$ cat config.mk
export PLATFORM = sky130hd
export DESIGN_NAME = map_replay_scan
export DESIGN_NICKNAME = d
export VERILOG_FILES = /design/src/rtl/mrs_pkg.sv /design/src/rtl/mrs_geometry.sv /design/src/rtl/mrs_perm_decode.sv /design/src/rtl/map_replay_scan.sv
export SDC_FILE = /design/constraint.sdc
export NUM_CORES = 1
export LEC_CHECK = 0
export BUFFER_PORTS_ARGS = -buffer_cell sky130_fd_sc_hd__buf_2
export CAP_MARGIN = 10
export CELL_PAD_IN_SITES_DETAIL_PLACEMENT = 1
export CELL_PAD_IN_SITES_GLOBAL_PLACEMENT = 2
export CORE_MARGIN = 3
export CORE_UTILIZATION = 29
export CTS_CLUSTER_SIZE = 8
export DETAILED_ROUTE_END_ITERATION = 7
export PLACE_DENSITY = 0.81
export SKIP_CTS_REPAIR_TIMING = 1
export SYNTH_ARGS = -nofsm -noshare
export SYNTH_HDL_FRONTEND = slang
export SYNTH_SLANG_ARGS = --single-unit
$ cat constraint.sdc
create_clock -name clk -period 4.35 [get_ports clk]
set_clock_uncertainty 0.05 [all_clocks]
set_input_delay 0.435 -clock clk [delete_from_list [all_inputs] [get_ports clk]]
set_output_delay 0.435 -clock clk [all_outputs]
set_load 0.01 [all_outputs]
$ cat src/rtl/mrs_pkg.sv
package mrs_pkg;

    typedef enum logic [2:0] {
        ST_IDLE,
        ST_REQ,
        ST_WAIT,
        ST_NOTE,
        ST_DONE
    } scan_state_e;

    localparam int PERM_W = 2;
    localparam logic [PERM_W-1:0] PERM_FAULT = 2'b00;

endpackage

$ cat src/rtl/mrs_geometry.sv
module mrs_geometry #(
    parameter int ADDR_W  = 16,
    parameter int CNT_W   = 8,
    parameter int SHIFT_W = 4
) (
    input  logic [SHIFT_W-1:0] shift_i,
    input  logic [CNT_W-1:0]   count_i,
    input  logic [ADDR_W-1:0]  addr_i,
    output logic [ADDR_W-1:0]  next_addr_o,
    output logic [ADDR_W-1:0]  mask_o,
    output logic               last_o
);
    // Wide enough to hold the full window without loss.
    localparam int WIN_W = CNT_W + (1 << SHIFT_W) + 1;

    logic [WIN_W-1:0] step_w;
    logic [WIN_W-1:0] window_w;
    logic [WIN_W-1:0] sum_w;
    logic             wrap;

    always_comb begin
        step_w      = WIN_W'(1) << shift_i;
        window_w    = WIN_W'(count_i) << shift_i;
        sum_w       = WIN_W'(addr_i) + step_w;
        wrap        = |sum_w[WIN_W-1:ADDR_W];
        last_o      = wrap || (sum_w >= window_w);
        next_addr_o = sum_w[ADDR_W-1:0];
        mask_o      = ADDR_W'(step_w - WIN_W'(1));
    end

endmodule

$ cat src/rtl/mrs_perm_decode.sv
module mrs_perm_decode
    import mrs_pkg::*;
(
    input  logic [PERM_W-1:0] perm_i,
    output logic              mapped_o
);
    always_comb begin
        mapped_o = (perm_i != PERM_FAULT);
    end

endmodule

$ cat src/rtl/map_replay_scan.sv
module map_replay_scan
    import mrs_pkg::*;
#(
    parameter int ADDR_W  = 16,
    parameter int CNT_W   = 8,
    parameter int SHIFT_W = 4
) (
    input  logic               clk,
    input  logic               rst_n,
    input  logic               start_i,
    input  logic               skip_i,
    input  logic [SHIFT_W-1:0] page_shift_i,
    input  logic [CNT_W-1:0]   entry_count_i,
    output logic               lk_valid_o,
    input  logic               lk_ready_i,
    output logic [ADDR_W-1:0]  lk_addr_o,
    input  logic               rsp_valid_i,
    input  logic [1:0]         rsp_perm_i,
    input  logic [ADDR_W-1:0]  rsp_xlat_i,
    output logic               nt_valid_o,
    input  logic               nt_ready_i,
    output logic [ADDR_W-1:0]  nt_iova_o,
    output logic [ADDR_W-1:0]  nt_xlat_o,
    output logic [1:0]         nt_perm_o,
    output logic [ADDR_W-1:0]  nt_mask_o,
    output logic               done_o
);

    typedef struct packed {
        scan_state_e        state;
        logic [ADDR_W-1:0]  addr;
        logic [SHIFT_W-1:0] shift;
        logic [CNT_W-1:0]   count;
        logic [ADDR_W-1:0]  xlat;
        logic [PERM_W-1:0]  perm;
    } scan_regs_t;

    scan_regs_t q, d;

    logic [ADDR_W-1:0] next_addr;
    logic [ADDR_W-1:0] page_mask;
    logic              last_page;
    logic              mapped;

    mrs_geometry #(
        .ADDR_W (ADDR_W),
        .CNT_W  (CNT_W),
        .SHIFT_W(SHIFT_W)
    ) u_geometry (
        .shift_i    (q.shift),
        .count_i    (q.count),
        .addr_i     (q.addr),
        .next_addr_o(next_addr),
        .mask_o     (page_mask),
        .last_o     (last_page)
    );

    mrs_perm_decode u_perm (
        .perm_i  (rsp_perm_i),
        .mapped_o(mapped)
    );

    // State that follows the current page: either the next request or the end.
    scan_state_e adv_state;
    always_comb begin
        adv_state = last_page ? ST_DONE : ST_REQ;
    end

    always_comb begin
        d = q;
        unique case (q.state)
            ST_IDLE: begin
                if (start_i) begin
                    if (skip_i) begin
                        d.state = ST_DONE;
                    end else begin
                        d.shift = page_shift_i;
                        d.count = entry_count_i;
                        d.addr  = '0;
                        d.state = (entry_count_i == '0) ? ST_DONE : ST_REQ;
                    end
                end
            end
            ST_REQ: begin
                if (lk_ready_i) begin
                    d.state = ST_WAIT;
                end
            end
            ST_WAIT: begin
                if (rsp_valid_i) begin
                    if (mapped) begin
                        d.xlat  = rsp_xlat_i & ~page_mask;
                        d.perm  = rsp_perm_i;
                        d.state = ST_NOTE;
                    end else begin
                        d.state = adv_state;
                        if (!last_page) begin
                            d.addr = next_addr;
                        end
                    end
                end
            end
            ST_NOTE: begin
                if (nt_ready_i) begin
                    d.state = adv_state;
                    if (!last_page) begin
                        d.addr = next_addr;
                    end
                end
            end
            ST_DONE: begin
                d.state = ST_IDLE;
            end
            default: begin
                d.state = ST_IDLE;
            end
        endcase
    end

    always_ff @(posedge clk or negedge rst_n) begin
        if (!rst_n) begin
            q <= '{state: ST_IDLE, addr: '0, shift: '0, count: '0,
                   xlat: '0, perm: PERM_FAULT};
        end else begin
            q <= d;
        end
    end

    always_comb begin
        lk_valid_o = (q.state == ST_REQ);
        lk_addr_o  = q.addr;
        nt_valid_o = (q.state == ST_NOTE);
        nt_iova_o  = q.addr;
        nt_xlat_o  = q.xlat;
        nt_perm_o  = q.perm;
        nt_mask_o  = page_mask;
        done_o     = (q.state == ST_DONE);
    end

endmodule

Word-level counts from Yosys, hierarchy flattened --
Index checks and enable logic that the tools add are counted.
Storage, ports and cells: register bits after elaboration 49, bits of input ports 37, output and inout bits 69, logic and storage cells 47
Operators by class: $add $sub $neg 2, magnitude comparators 1, equal/unequal tests 10, shifts and indexed selects 2, multiplexer cells 13, bitwise operators 3, reductions and logical operators 10
Operators by type and width (number):
- $pmux 16 s3 | 1
- $mux 19 | 2
- $mux 16 | 2
- $mux 31 | 1
- $mux 28 | 1
- $add 16x25->25 | 1
- $ge 25x25->1 | 1
- $shl 1x4->25 const A | 1
- $shl 8x4->25 | 1
- $and 16x16->16 | 1
- $not 16->16 | 1
- $sub 16x1->16 const B | 1
- $mux 3 | 5
- $pmux 3 s4 | 1
- $reduce_or 9->1 | 1
- $logic_not 8->1 | 1
- $ne 2x2->1 const B | 4
- $eq 3x2->1 const B | 2
- $reduce_and 3->1 | 2
- $reduce_and 6->1 | 1
- $ne 2x1->1 const B | 2
- $reduce_and 4->1 | 1
- $eq 3x1->1 const B | 1
- $eq 3x3->1 const B | 1
- 5 further kinds | 5

Longest topological paths before layout --
depth after elaboration 8, mapped depth 25, depth with buffers taken out 20

Hierarchy --
From an unflattened synthesis, not the netlist that was laid out.
Unflattened totals: cells, all modules 528, area, all modules 4570.6 µm²
Modules (own cells, without submodules):
- map_replay_scan | instances 1, cells each 251, area an instance 2623.8 µm², sequential area each 1226.2 µm²
- mrs_geometry | instances 1, cells each 276, area an instance 1940.6 µm², sequential area each 0.0 µm²
- mrs_perm_decode | instances 1, cells each 1, area an instance 6.3 µm², sequential area each 0.0 µm²

Worst setup path after synthesis --
Ideal clock, no wire load.
path type reg-to-reg, start reg q[26] (netlist bit), end reg q (netlist bit lk_addr_o[6]), library setup time 121 ps, arrival time 4626 ps, data required time 4179 ps, setup slack -447 ps, cell stages (with the launch flop) 26, path buffers 5, period minus slack after synthesis 4797 ps, path through dfrtp_1 > buf_2 > buf_2 > buf_1 > nor2_1 > nand2_1 > inv_1 > ha_1 > fa_1 > nand2b_1 > mux2i_1 > nor3b_2 > o31ai_1 > a31oi_1 > nor2b_1 > a211oi_1 > ha_1 > a21o_1 > a21o_1 > a21oi_1 > a31o_1 > and3_1 > buf_6 > nor2_4 > buf_6 > a22o_1
On the way: longest elaborated chain between the ends 8, elaborated cells on any way between the ends 11, classes of those cells 1 x add/sub; 1 x order compare; 2 x shift; 5 x mux; 2 x reduce/logical
Ends and longest elaborated chain:
- from (decl) | line map_replay_scan.sv:38 | scan_regs_t q, d;
- from (signal assigned) | line map_replay_scan.sv:122 | q <= '{state: ST_IDLE, addr: '0, shift: '0, count: '0,
- $shl 1x4->25 | line mrs_geometry.sv:22 | step_w = WIN_W'(1) << shift_i;
- $add 16x25->25 | line mrs_geometry.sv:24 | sum_w = WIN_W'(addr_i) + step_w;
- $ge 25x25->1 or $reduce_or 9->1 (tied branches) | line mrs_geometry.sv:26, mrs_geometry.sv:25
- $logic_or 1x1->1 | line mrs_geometry.sv:26 | last_o = wrap || (sum_w >= window_w);
- $mux 16 (*) | line map_replay_scan.sv:97, map_replay_scan.sv:106
- $mux 16 | line map_replay_scan.sv:91 | if (mapped) begin
- $mux 19 | line map_replay_scan.sv:90 | if (rsp_valid_i) begin
- $pmux 16 s3 (*) | line map_replay_scan.sv:71 | unique case (q.state)
Every way passes the cells marked *; elsewhere a longest branch is shown, timed or not. The select of a mux whose other input is x is not followed. A chain may end at the register's enable or synchronous reset.

Worst setup path after layout --
start reg q[27] (netlist bit), end reg q (netlist bit lk_addr_o[15])
Same word-level chain as after synthesis.

==> out/qor_table.md <==
| Group | Quantity | Value |
|---|---|---|
| finish | Post-layout instance area | 0.00518 sq mm |
| placed design | Cell total after placement | 741 |
| hold path | Path type of the worst min-delay path | input port to async pin |
| worst setup path | Crit-path max FO | 15 |
| logic synthesis | Mapped Area | 0.00435 sq mm |
| placed design | Total cell area at the placement stage | 0.00477 sq mm |
| logic synthesis | Library cells used by synthesis | 64 |
| logic synthesis | Top cell type's share of synthesized area | 28.2% |
| grt | Initial antenna violation count | 0 |
| worst setup path | Worst EP required | 4.49 ns |
| floorplan | Full die area | 0.0165 sq mm |
| clock network | Clock network latency to the later pin of the worst-skew pair | 0.30 ns |
| logic synthesis | Number of register bits inferred by synthesis | 49 |
| logic synthesis | Cell type with the largest total area after synthesis | sky130_fd_sc_hd__dfrtp_1 |
| worst setup path | Worst Path Arrival | 4.34 ns |
| placed design | HPWL reported at the end of detailed placement | 11100 um |
| finish | Fill count | 1726 |
| logic synthesis | Cell types with the largest area share after synthesis | sky130_fd_sc_hd__dfrtp_1 28%, sky130_fd_sc_hd__buf_4 9.3%, sky130_fd_sc_hd__ha_1 8.9%, sky130_fd_sc_hd__nand2_1 5.1%, sky130_fd_sc_hd__mux2_2 4.4% |
| logic synthesis | Count of flip-flops with a built-in enable after synthesis | 0 |
| finish | Area Growth Syn to Fin | 19.2% |
| drt | DRC violations left | 0 |
| grt | First-pass GRT wire length | 22000 um |
| clock network | CTS tree | built |
| finish | Antenna fix cells | 0 |
| grt | Number of global-route vias before repair | 3994 |
| worst setup path | Setup crit end kind | register |
| timing | Max Freq | 238 MHz |
| worst setup path | Startpoint-to-endpoint class of the critical path | register to register |
| finish | Fin nets | 640 |
| logic synthesis | Yosys Warn Count | 0 |
| floorplan | Overall die height | 128 um |
| run status | Outcome | finished clean |
| pwr | P per Cell Area | 835 mW/mm^2 |
| logic synthesis | Leading register cell type out of synthesis | sky130_fd_sc_hd__dfrtp_1 |
| logic synthesis | Syn Nets | 576 |
| pwr | LEAKAGE | 2.59 nW |
| placed design | Port Buffer Count | 104 |
| drt | Via count of the routed design | 3846 |
| grt | Pin count of the biggest net entering global routing | 50 |
| drt | Detailed-routing iteration count for the pre-antenna-repair pass | 4 |
| logic synthesis | Fraction of the yosys area taken by sequential cells | 28.2% |
| finish | Area of combinational cells with multiple inputs | 0.00269 sq mm |
| worst setup path | Count of cells along the worst register-to-register path | 18 |
| grt | Gr ovfl total | 0 |
| placed design | Final estimated routing congestion in global placement | 0.884 |
| timing | Number of failing setup endpoints in the final timing report | 0 |
| clock network | TritonCTS buffer count | 5 |
| finish | Utilization of the core after routing | 35.5% |
| logic synthesis | Asr flop ratio synth | 100% |
| clock network | Clock input transition at the sequential cells of the worst setup and hold paths | 0.07 ns |
| finish | Fraction of layout instances using a drive strength above 1 | 34.3% |
| logic synthesis | Syn Inst Count | 507 |
| drt | First DRT Iteration DRCs | 148 |
| floorplan | Die width | 128 um |
| floorplan | Total core area | 0.0146 sq mm |
| run | Max Cap Viol | 0 |
| drt | Antenna-violating nets left | 0 |
| pwr | Worst ir drop on vdd | 0.309 mV |
| clock network | Clock Tree Root | sky130_fd_sc_hd__clkbuf_16 |
| floorplan | Top-level I/O count | 106 |
| timing | Crit path time final | 4.20 ns |
| clock network | Largest buffer count on any clock path | 2 |
| clock network | Clock sink total | 49 |
| timing | Max Slew Vio Count | 0 |
| logic synthesis | Avg Inst Size Synth | 8.58 sq um |
| floorplan | Starting density of the core | 29.8% |
| timing | Relative slew slack | 35.9% |
| finish | Final cell count without fillers | 756 |
| drt | Wire length per cell | 18.6 um |
| finish | FF+latch area | 0.00123 sq mm |
| grt | Total GRT Usage | 16.8% |
| clock network | Deepest level of the CTS H-tree | 2 |
| worst setup path | Sort of element at the start of the critical path | register |
| drt | Number of vias per cell after detailed routing | 5.09 |
| timing | Final period utilization | 96.6% |
| timing | Worst-Margin Slew | 0.959 ns |
| timing | Hold Fails Final Rpt | 0 |
| drt | Overall routed net length | 14000 um |
| floorplan | Floorplan row count | 44 |
==> placed cells by master (no fill, tap or decap), types with 3 or more instances in the layout <==
cell type	count
sky130_fd_sc_hd__a211oi_1	3
sky130_fd_sc_hd__a21oi_1	28
sky130_fd_sc_hd__nor2_2	5
sky130_fd_sc_hd__o211ai_1	4
sky130_fd_sc_hd__nor2_4	3
sky130_fd_sc_hd__nor3b_1	3
sky130_fd_sc_hd__buf_12	3
sky130_fd_sc_hd__ha_1	27
sky130_fd_sc_hd__nand3_1	5
sky130_fd_sc_hd__clkbuf_16	5
sky130_fd_sc_hd__o22ai_1	4
sky130_fd_sc_hd__o21a_1	3
sky130_fd_sc_hd__a22o_1	17
sky130_fd_sc_hd__nand2_1	55
sky130_fd_sc_hd__o31ai_1	3
sky130_fd_sc_hd__nand2b_1	7
sky130_fd_sc_hd__buf_2	104
sky130_fd_sc_hd__a22oi_1	4
sky130_fd_sc_hd__o21ai_0	24
sky130_fd_sc_hd__o21ai_1	3
sky130_fd_sc_hd__nor4_1	3
sky130_fd_sc_hd__xnor2_1	11
sky130_fd_sc_hd__a31oi_1	3
sky130_fd_sc_hd__and3_1	9
sky130_fd_sc_hd__xor2_1	6
sky130_fd_sc_hd__mux2i_1	14
sky130_fd_sc_hd__buf_4	24
sky130_fd_sc_hd__dfrtp_1	49
sky130_fd_sc_hd__a21o_1	8
sky130_fd_sc_hd__nor3_1	5
sky130_fd_sc_hd__inv_1	14
sky130_fd_sc_hd__mux2_2	17
sky130_fd_sc_hd__nand2_2	4
sky130_fd_sc_hd__buf_6	3
sky130_fd_sc_hd__nor2_1	33
sky130_fd_sc_hd__nor2b_1	7
==> kinds of logic (layout without fill, tap and decap cells) <==
logic type	Yosys count	count (layout)	synth area share, %
simple gates	158	158	18.0
other cells	1	1	0.0862
fa+ha+maj	32	32	9.38
flops	49	49	28.2
xor+xnor	17	17	3.42
buf+inv	91	156	13.2
mux	33	33	8.20
compound gates	126	126	19.6
==> power by group <==
group,internal [mW],leakage (nW),switching (mW)
Combinational,1.25,1.86,1.69
Sequential,0.646,0.630,0.225
Clock,0.329,0.0938,0.181
Total,2.23,2.59,2.10
==> layer usage <==
metal / vias to the layer above / global-route usage (%) / part of all wire (%)
li1: 1876 / - / -
met1: 1891 / 22.1 / 45
met2: 63 / 28.8 / 51
met3: 16 / 2.45 / 2.5
met4: 0 / 4.37 / 1.7
met5: - / 0 / 0
==> critical path: stages (launching register included) <==
cell	delay (ns)
sky130_fd_sc_hd__dfrtp_1	0.41
sky130_fd_sc_hd__buf_4	0.18
sky130_fd_sc_hd__nand2b_1	0.17
sky130_fd_sc_hd__buf_4	0.16
sky130_fd_sc_hd__nor2_4	0.16
sky130_fd_sc_hd__ha_2	0.33
sky130_fd_sc_hd__and3_1	0.22
sky130_fd_sc_hd__and3_1	0.21
sky130_fd_sc_hd__a311o_1	0.36
sky130_fd_sc_hd__o211ai_1	0.14
sky130_fd_sc_hd__xnor2_1	0.21
sky130_fd_sc_hd__ha_1	0.30
sky130_fd_sc_hd__and4_1	0.23
sky130_fd_sc_hd__o211ai_1	0.09
sky130_fd_sc_hd__a31o_1	0.19
sky130_fd_sc_hd__and3_4	0.24
sky130_fd_sc_hd__nor2_4	0.06
sky130_fd_sc_hd__buf_12	0.18
sky130_fd_sc_hd__a22o_1	0.18
==> synthesized netlist by cell type (2+ instances only) <==
master,number
sky130_fd_sc_hd__a311o_1,2
sky130_fd_sc_hd__nor4_1,3
sky130_fd_sc_hd__o2bb2ai_1,2
sky130_fd_sc_hd__o21ai_0,24
sky130_fd_sc_hd__nor2_2,2
sky130_fd_sc_hd__a21o_1,8
sky130_fd_sc_hd__o22ai_1,4
sky130_fd_sc_hd__and3_1,10
sky130_fd_sc_hd__nor2_1,38
sky130_fd_sc_hd__nor3_1,5
sky130_fd_sc_hd__mux2i_1,15
sky130_fd_sc_hd__or2_2,3
sky130_fd_sc_hd__mux2_2,17
sky130_fd_sc_hd__a22oi_1,4
sky130_fd_sc_hd__buf_2,3
sky130_fd_sc_hd__a32oi_1,2
sky130_fd_sc_hd__nand2b_1,10
sky130_fd_sc_hd__inv_1,14
sky130_fd_sc_hd__o21a_1,3
sky130_fd_sc_hd__a21oi_1,31
sky130_fd_sc_hd__xnor2_1,11
sky130_fd_sc_hd__o21ai_1,3
sky130_fd_sc_hd__o211ai_1,4
sky130_fd_sc_hd__xor2_1,6
sky130_fd_sc_hd__clkbuf_1,13
sky130_fd_sc_hd__nand3_1,5
sky130_fd_sc_hd__nand2_1,59
sky130_fd_sc_hd__or3_1,2
sky130_fd_sc_hd__nor2b_1,8
sky130_fd_sc_hd__a211oi_1,4
sky130_fd_sc_hd__buf_1,3
sky130_fd_sc_hd__buf_6,3
sky130_fd_sc_hd__a22o_1,17
sky130_fd_sc_hd__dfrtp_1,49
sky130_fd_sc_hd__a31oi_1,3
sky130_fd_sc_hd__nor3b_1,3
sky130_fd_sc_hd__ha_1,31
sky130_fd_sc_hd__o31ai_1,4
sky130_fd_sc_hd__buf_4,54
==> through the flow <==
stage / power, mW / worst slack (ns) / hold slack, ns / setup TNS [ns]
3_3_place_gp: 3.51 / -0.0978 / 0.408 / -1.41
4_1_cts: 4.15 / -0.204 / 0.299 / -2.89
2_1_floorplan: 2.90 / 0.0206 / 0.0894 / 0
3_5_place_dp: 3.61 / -0.164 / 0.421 / -2.40
5_1_grt: 4.70 / -0.0617 / 0.0268 / -0.792
6_report: 4.33 / 0.148 / 0.00643 / 0
==> cell type report <==
class	instances	share of cell area, %
Clock buffer	5	2.41
Clock inverter	3	1.26
Inverter	14	1.01
Multi-Input combinational cell	367	51.9
Sequential cell	49	23.7
Tap cell	184	4.44
Timing Repair Buffer	134	15.3
==> state kept, by name, summed over array words and instances (netlist names) <==
| register | flops |
|---|---|
| lk_addr_o | 16 |
| nt_perm_o | 2 |
| nt_xlat_o | 16 |
| q | 15 |
==> path summary, 6_finish.rpt <==
kind                                           from  slack, ns                         to
max                               q[27]$_DFFE_PN0P_       0.15  lk_addr_o[15]$_DFFE_PN0P_
min                                           rst_n      0.006   lk_addr_o[4]$_DFFE_PN0P_
max reg2reg                       q[27]$_DFFE_PN0P_       0.15  lk_addr_o[15]$_DFFE_PN0P_
min reg2reg                nt_xlat_o[4]$_DFFE_PN0P_       0.43   nt_xlat_o[4]$_DFFE_PN0P_
max in group asynchronous                     rst_n       3.73          q[46]$_DFFE_PN0P_
min in group clk                    page_shift_i[3]       0.31          q[29]$_DFFE_PN0P_
No activity file was read; power rests on OpenSTA's default activity.
